[config.mk]
export PLATFORM = sky130hd
export DESIGN_NAME = ctrl_decoder
export DESIGN_NICKNAME = d
export VERILOG_FILES = /design/src/rtl/ctrl_pkg.sv /design/src/rtl/ctrl_main_dec.sv /design/src/rtl/ctrl_alu_dec.sv /design/src/rtl/ctrl_decoder.sv
export SDC_FILE = /design/constraint.sdc
export NUM_CORES = 1
export LEC_CHECK = 0
export CAP_MARGIN = 40
export CORE_AREA = 2 2 39 41
export DETAILED_ROUTE_END_ITERATION = 7
export DIE_AREA = 0 0 41 43
export DONT_BUFFER_PORTS = 1
export PLACE_DENSITY = 0.36
export SYNTH_ARGS = -nofsm -noshare
export SYNTH_HDL_FRONTEND = slang
export SYNTH_SLANG_ARGS = --single-unit
[constraint.sdc]
create_clock -name vclk -period 0.94
set_input_delay 0 -clock vclk [all_inputs]
set_output_delay 0 -clock vclk [all_outputs]
set_load 0.1 [all_outputs]
[src/rtl/ctrl_pkg.sv]
package ctrl_pkg;

    localparam int OPC_W   = 6;
    localparam int FN_W    = 6;
    localparam int ALUOP_W = 4;

    typedef enum logic [OPC_W-1:0] {
        OPC_RTYPE = 6'h00,
        OPC_JMP   = 6'h02,
        OPC_BEQ   = 6'h04,
        OPC_BNE   = 6'h05,
        OPC_BLEZ  = 6'h06,
        OPC_BGTZ  = 6'h07,
        OPC_ADDI  = 6'h08,
        OPC_ANDI  = 6'h0C,
        OPC_ORI   = 6'h0D,
        OPC_XORI  = 6'h0E,
        OPC_LOAD  = 6'h23,
        OPC_STORE = 6'h2B
    } opcode_e;

    typedef enum logic [FN_W-1:0] {
        FN_ADD = 6'h20,
        FN_SUB = 6'h22,
        FN_AND = 6'h24,
        FN_OR  = 6'h25,
        FN_XOR = 6'h26,
        FN_NOR = 6'h27,
        FN_SLT = 6'h2A
    } funct_e;

    typedef enum logic [ALUOP_W-1:0] {
        ALU_ADD = 4'h0,
        ALU_SUB = 4'h1,
        ALU_AND = 4'h2,
        ALU_OR  = 4'h3,
        ALU_XOR = 4'h4,
        ALU_NOR = 4'h5,
        ALU_SLT = 4'h6,
        ALU_CEQ = 4'h8,
        ALU_CNE = 4'h9,
        ALU_CLE = 4'hA,
        ALU_CGT = 4'hB
    } alu_op_e;

    typedef enum logic [2:0] {
        CLS_NONE,
        CLS_REG,
        CLS_IMM,
        CLS_MEM,
        CLS_BRANCH,
        CLS_JUMP
    } icls_e;

    typedef struct packed {
        logic  reg_dst;
        logic  alu_src;
        logic  mem_to_reg;
        logic  reg_write;
        logic  mem_read;
        logic  mem_write;
        logic  jump;
        logic  branch;
        icls_e cls;
    } main_ctrl_t;

endpackage

[src/rtl/ctrl_main_dec.sv]
module ctrl_main_dec
    import ctrl_pkg::*;
(
    input  logic [OPC_W-1:0] opcode,
    output main_ctrl_t       ctrl
);

    main_ctrl_t ctrl_d;

    always_comb begin
        ctrl_d = '0;
        ctrl_d.cls = CLS_NONE;
        case (opcode)
            OPC_RTYPE: begin
                ctrl_d.reg_dst   = 1'b1;
                ctrl_d.reg_write = 1'b1;
                ctrl_d.cls       = CLS_REG;
            end
            OPC_ADDI, OPC_ANDI, OPC_ORI, OPC_XORI: begin
                ctrl_d.alu_src   = 1'b1;
                ctrl_d.reg_write = 1'b1;
                ctrl_d.cls       = CLS_IMM;
            end
            OPC_LOAD: begin
                ctrl_d.alu_src    = 1'b1;
                ctrl_d.mem_to_reg = 1'b1;
                ctrl_d.reg_write  = 1'b1;
                ctrl_d.mem_read   = 1'b1;
                ctrl_d.cls        = CLS_MEM;
            end
            OPC_STORE: begin
                ctrl_d.alu_src   = 1'b1;
                ctrl_d.mem_write = 1'b1;
                ctrl_d.cls       = CLS_MEM;
            end
            OPC_BEQ, OPC_BNE: begin
                ctrl_d.branch = 1'b1;
                ctrl_d.cls    = CLS_BRANCH;
            end
            OPC_BLEZ, OPC_BGTZ: begin
                ctrl_d.alu_src = 1'b1;
                ctrl_d.branch  = 1'b1;
                ctrl_d.cls     = CLS_BRANCH;
            end
            OPC_JMP: begin
                ctrl_d.alu_src = 1'b1;
                ctrl_d.jump    = 1'b1;
                ctrl_d.cls     = CLS_JUMP;
            end
            default: ctrl_d.cls = CLS_NONE;
        endcase
    end

    assign ctrl = ctrl_d;

endmodule

[src/rtl/ctrl_alu_dec.sv]
module ctrl_alu_dec
    import ctrl_pkg::*;
(
    input  icls_e              cls,
    input  logic [OPC_W-1:0]   opcode,
    input  logic [FN_W-1:0]    funct,
    output logic [ALUOP_W-1:0] alu_op,
    output logic               funct_ok
);

    alu_op_e op_d;
    logic    ok_d;

    always_comb begin
        op_d = ALU_ADD;
        ok_d = 1'b1;
        case (cls)
            CLS_REG: begin
                case (funct)
                    FN_ADD:  op_d = ALU_ADD;
                    FN_SUB:  op_d = ALU_SUB;
                    FN_AND:  op_d = ALU_AND;
                    FN_OR:   op_d = ALU_OR;
                    FN_XOR:  op_d = ALU_XOR;
                    FN_NOR:  op_d = ALU_NOR;
                    FN_SLT:  op_d = ALU_SLT;
                    default: begin
                        op_d = ALU_ADD;
                        ok_d = 1'b0;
                    end
                endcase
            end
            CLS_IMM: begin
                case (opcode)
                    OPC_ANDI: op_d = ALU_AND;
                    OPC_ORI:  op_d = ALU_OR;
                    OPC_XORI: op_d = ALU_XOR;
                    default:  op_d = ALU_ADD;
                endcase
            end
            CLS_BRANCH: begin
                case (opcode)
                    OPC_BEQ:  op_d = ALU_CEQ;
                    OPC_BNE:  op_d = ALU_CNE;
                    OPC_BLEZ: op_d = ALU_CLE;
                    default:  op_d = ALU_CGT;
                endcase
            end
            default: op_d = ALU_ADD;
        endcase
    end

    assign alu_op   = op_d;
    assign funct_ok = ok_d;

endmodule

[src/rtl/ctrl_decoder.sv]
module ctrl_decoder
    import ctrl_pkg::*;
#(
    parameter int INSTR_W = 32
) (
    input  logic [INSTR_W-1:0] instr,
    output logic               reg_dst,
    output logic               alu_src,
    output logic               mem_to_reg,
    output logic               reg_write,
    output logic               mem_read,
    output logic               mem_write,
    output logic               jump,
    output logic               branch,
    output logic [ALUOP_W-1:0] alu_op
);

    localparam int OPC_LSB = INSTR_W - OPC_W;

    logic [OPC_W-1:0]   opcode;
    logic [FN_W-1:0]    funct;
    main_ctrl_t         main_ctrl;
    logic [ALUOP_W-1:0] op_sel;
    logic               funct_ok;
    logic               unused_fields;

    assign opcode        = instr[INSTR_W-1:OPC_LSB];
    assign funct         = instr[FN_W-1:0];
    assign unused_fields = ^instr[OPC_LSB-1:FN_W];

    ctrl_main_dec u_main (
        .opcode (opcode),
        .ctrl   (main_ctrl)
    );

    ctrl_alu_dec u_alu (
        .cls      (main_ctrl.cls),
        .opcode   (opcode),
        .funct    (funct),
        .alu_op   (op_sel),
        .funct_ok (funct_ok)
    );

    assign reg_dst    = main_ctrl.reg_dst;
    assign alu_src    = main_ctrl.alu_src;
    assign mem_to_reg = main_ctrl.mem_to_reg;
    assign reg_write  = main_ctrl.reg_write & funct_ok;
    assign mem_read   = main_ctrl.mem_read;
    assign mem_write  = main_ctrl.mem_write;
    assign jump       = main_ctrl.jump;
    assign branch     = main_ctrl.branch;
    assign alu_op     = op_sel;

endmodule

# After elaboration in Yosys (flattened, before gate mapping)

Cells that the tools add are included.

Register bits after elaboration: 0
Latch bits: 0
RAM bits: 0
Bits in read-only memories: 0
Input bits: 32
Output and inout bits: 12
Word-level logic and storage cells: 43
Memories: 0

Add/sub/neg operators: 0
$mul: 0
Divide/modulo/power cells: 0
Order comparisons: 0
Equality and inequality tests: 21
Shift operators: 0
Multiplexer cells: 14
Bitwise gates (word level): 1
Reduce and logical (&&, ||, !) cells: 7

Operators with widths:

| kind               | number |
|---|---|
| $eq 6x6->1 const B | 9 |
| $eq 6x3->1 const B | 4 |
| $eq 6x4->1 const B | 4 |
| $pmux 3 s6         | 1 |
| $pmux 3 s5         | 1 |
| $pmux 4 s3         | 1 |
| $mux 1             | 9 |
| $pmux 3 s3         | 1 |
| $reduce_or 9->1    | 1 |
| $reduce_or 4->1    | 2 |
| $reduce_or 7->1    | 1 |
| $eq 6x2->1 const B | 1 |
| $logic_not 6->1    | 1 |
| $pmux 2 s3         | 1 |
| $reduce_or 6->1    | 1 |
| $eq 3x1->1 const B | 1 |
| $eq 3x2->1 const B | 1 |
| $eq 3x3->1 const B | 1 |
| $reduce_or 2->1    | 1 |
| $and 1x1->1        | 1 |

# Logic depth before layout (Yosys ltp)

Depth after elaboration: 6
Mapped depth: 5

# Cells and area by module

Synthesis repeated with hierarchy kept, for this count alone.

Cell total of the unflattened synthesis: 63
Area, all modules: 449.2 um^2

By module, submodules not included:

| module        | times used | cells each | area each (um^2) | seq. area each (um^2) |
|---|---|---|---|---|
| ctrl_alu_dec  | 1          | 29         | 225.2            | 0.0 |
| ctrl_main_dec | 1          | 33         | 217.7            | 0.0 |
| ctrl_decoder  | 1          | 1          | 6.3              | 0.0 |

# Worst setup path before layout

Ideal clock, no wire load.

Kind: input-to-output
From: input port instr[29]
To: output port mem_to_reg
Arrival: 3735 ps
Path slack: -2795 ps
Stages on the path: 3
Path buffers: 2
Cells stage by stage: buf_6 nor4_1 buf_4

Longest elaborated chain between the ends: 2

Ends and longest elaborated chain:

| element     | line              | text |
|---|---|---|
| from (decl) | ctrl_decoder.sv:6 | `input logic [INSTR_W-1:0] instr,` |
| $eq 6x6->1  | -                 |  |
| $mux 1      | -                 |  |
| to (decl)   | ctrl_decoder.sv:9 | `output logic mem_to_reg,` |

No other way between the ends.

# Worst setup path after layout

From: input port instr[2]
To: output port reg_write

Longest elaborated chain between the ends: 5
Elaborated cells between the ends (all ways): 11
Those cells by class: eq/ne: 7; mux: 2; bitwise: 1; reduce/logical: 1

Ends and longest elaborated chain:

| element                              | line               | text |
|---|---|---|
| $eq 6x6->1                           | ctrl_alu_dec.sv:19 | `case (funct)` |
| $reduce_or 7->1 (no source line) (*) | -                  |  |
| $mux 1 (*)                           | ctrl_alu_dec.sv:19 |  |
| $mux 1 (*)                           | ctrl_alu_dec.sv:17 | `case (cls)` |
| $and 1x1->1 (*)                      | ctrl_decoder.sv:47 | `assign reg_write = main_ctrl.reg_write & funct_ok;` |
| to (decl)                            | ctrl_decoder.sv:10 | `output logic reg_write,` |

Mark *: on every way between the ends. The rest lies on a longest branch, timed or not.

==> impl_metrics.toml <==
[outcome]
status = "completed"

[worst_setup_path]
cpPeakStageDelay_ns = 0.33
crit_slowest_cell = "a221o_1"
worstSetupEndpointType = "output port"
startpoint_type = "primary input"
crit_path_end = "reg_write"
cp.arrival_ns = 0.93
cp.required_ns = 0.94
path_max_fanout = 5
crit_chain = "nand2b_4, a221o_1, a311oi_4, buf_12"
timing_worst_setup_path_type = "primary input to output port"
startpoint = "instr[2]"

[die]
dieArea_mm2 = 0.00176
pin_count = 44
fp.dieH_um = 43
rows = 14
die-width_um = 41
core_mm2 = 0.00138
start_util_pct = 24.3

[cells_and_area]
seq_cell_count = 0
area.sequential_um2 = 0
layout-drive-gt1-share_pct = 58.5
final_net_count = 99
num_antenna_cells = 0
stdcell_count = 81
clkbuf_count = 0
syn2layout_area_growth_pct = 120
fin_area_um2 = 739
fillerInstances = 127

[power]
powerDensity_mw_per_mm2 = 377
p_switching_uw = 159
vdd_drop_max_v = 0.000176
switching_share_pct = 57.1
p_int_uw = 120
clkPwrFrac_pct = 0
comb_power_share_pct = 100.0
power.leakage_uw = 0.000254
p_seq_share_pct = 0

[timing]
setup_viol = 0
min_period_ns = 0.934
hold_viol = 0
slew_headroom_pct = 72.1
fin_tns_setup_ns = 0
rsz0062_at_grt = "yes"
drv_slew = 0
worst_pin_slew_ns = 0.416
period_share_pct = 99.4
fin_hold_ws_ns = 0.173
max_freq_mhz = 1070

[routing]
avgRoutedWirePerCell_um = 14.8
wirelength_um = 1200
route.detailed.drc = 0
drt_iter0_markers = 2
viasPerCell = 5.68
firstDrtPassIters = 3
ant_nets = 0
vias = 460

[yosys]
synthXorXnorAreaFrac_pct = 0
synth_fa_ha_area_share_pct = 0
synthMuxAreaShare_pct = 0
synth-seq-area-share_pct = 0
synthesis.area_um2 = 337
syn_nets = 84
yosys.area_share.simple_pct = 54.6
avgSynthCellArea_um2 = 6.47
synth_compound_gate_area_share_pct = 30.9
synth_cell_types = 25
yosysWarnings = 0
synth_top_family_by_area = "simple AND/OR/NAND/NOR gates"
synth_cells = 52

[grt]
gr-usage-all-layers_pct = 16.3
grt.overflow.total = 0
grt_max_degree = 17
grt_pass1_vias = 490
grt_first_pass_wirelength_um = 2150
antenna_found_initial = 0

[placement]
dp_hpwl_um = 971
gp_congestion = 0.756
dpl.cell_count = 81
dpl_cell_area_um2 = 717
port_buffers = 0

[job]
maxCapViolCount = 0

[hold_path]
hold_path.class = "primary input to output port"
min_path_cells = 2

[clocking]
post_cts_buffers = 0
==> cells in the mapped netlist <==
| cell | instances | area [um2] |
|---|---|---|
| a2111oi_2 | 1 | 15.0 |
| a211oi_1 | 1 | 7.51 |
| a21oi_1 | 2 | 10.0 |
| a221o_1 | 1 | 10.0 |
| a221oi_2 | 1 | 15.0 |
| a311oi_1 | 1 | 8.76 |
| and3_1 | 1 | 6.26 |
| buf_4 | 2 | 15.0 |
| buf_6 | 2 | 22.5 |
| inv_1 | 3 | 11.3 |
| nand2_1 | 7 | 26.3 |
| nand2b_1 | 3 | 18.8 |
| nand2b_2 | 1 | 8.76 |
| nand2b_4 | 1 | 13.8 |
| nand3_1 | 3 | 15.0 |
| nand4_1 | 2 | 12.5 |
| nor2_1 | 6 | 22.5 |
| nor3_1 | 3 | 15.0 |
| nor4_1 | 1 | 6.26 |
| nor4_2 | 1 | 12.5 |
| nor4b_1 | 2 | 17.5 |
| o21ai_0 | 3 | 15.0 |
| o22ai_1 | 2 | 12.5 |
| o32a_1 | 1 | 10.0 |
| or3b_1 | 1 | 8.76 |
==> cells by family after synthesis <==
| logic type | Yosys count |
|---|---|
| and+or+nand+nor | 32 |
| AOI/OAI and AO/OA | 13 |
| buffers and inverters | 7 |
==> power by group through the flow <==
stage               logic [uW]  registers [uW]  clock network (uW)
CTS                        278               0                   0
detailed placement         274               0                   0
finish                     279               0                   0
floorplan                  230               0                   0
global route               293               0                   0
global placement           269               0                   0
==> through the flow <==
step / setup slack, ns / power, uW / utilization (%)
detailed placement: -0.0708 / 274 / 51.8
CTS: 0.00241 / 278 / 53.0
global route: -0.0297 / 293 / 53.4
floorplan: -0.666 / 230 / -
global placement: -0.0441 / 269 / 51.8
finish: 0.00577 / 279 / 53.4
==> worst min path at each step <==
stage | startpoint | to | slack (ns)
2_1_floorplan | instr[30] | alu_src | 0.09
3_3_place_gp | instr[30] | alu_src | 0.17
3_5_place_dp | instr[30] | alu_src | 0.17
4_1_cts | instr[30] | alu_src | 0.17
5_1_grt | instr[30] | alu_src | 0.17
6_report | instr[30] | alu_src | 0.17
==> area by class of cell <==
type / count / area (um2) / share of cell area (%)
Multi-Input combinational cell: 45 / 435 / 58.9
Timing Repair Buffer: 17 / 273 / 36.9
Tap cell: 16 / 20.0 / 2.71
Inverter: 3 / 11.3 / 1.52
==> metal layers <==
| metal | vias to the layer above | global-route usage [%] | wire length (um) |
|---|---|---|---|
| li1 | 222 | - | - |
| met1 | 221 | 22.2 | 477 |
| met2 | 17 | 26.9 | 610 |
| met3 | 0 | 3.66 | 107 |
| met4 | 0 | 0 | 0 |
| met5 | - | 0 | 0 |
==> repair_timing <==
item	4_1_cts	5_1_grt
pin swaps	1	0
endpoints found under the setup margin	3	2
hold buffers	0	0
gates resized for setup	2	1
==> critical path: cells and delay by family <==
kind | cells | cell delay, ns
AO/OA/AOI/OAI | 2 | 0.59
AND/OR/NAND/NOR | 1 | 0.13
buffers and inverters | 1 | 0.21
==> cells in the final DEF, fill, tap and decap left out, types with 3 or more instances in the layout <==
cell and n:
nor2_1 3, nand3_1 3, buf_4 6, buf_12 10, nand2_1 4, nand2_2 3, o21ai_0 3, nor3_1 3
inv_1 3
Note: power is estimated with default switching activity, not from simulation.
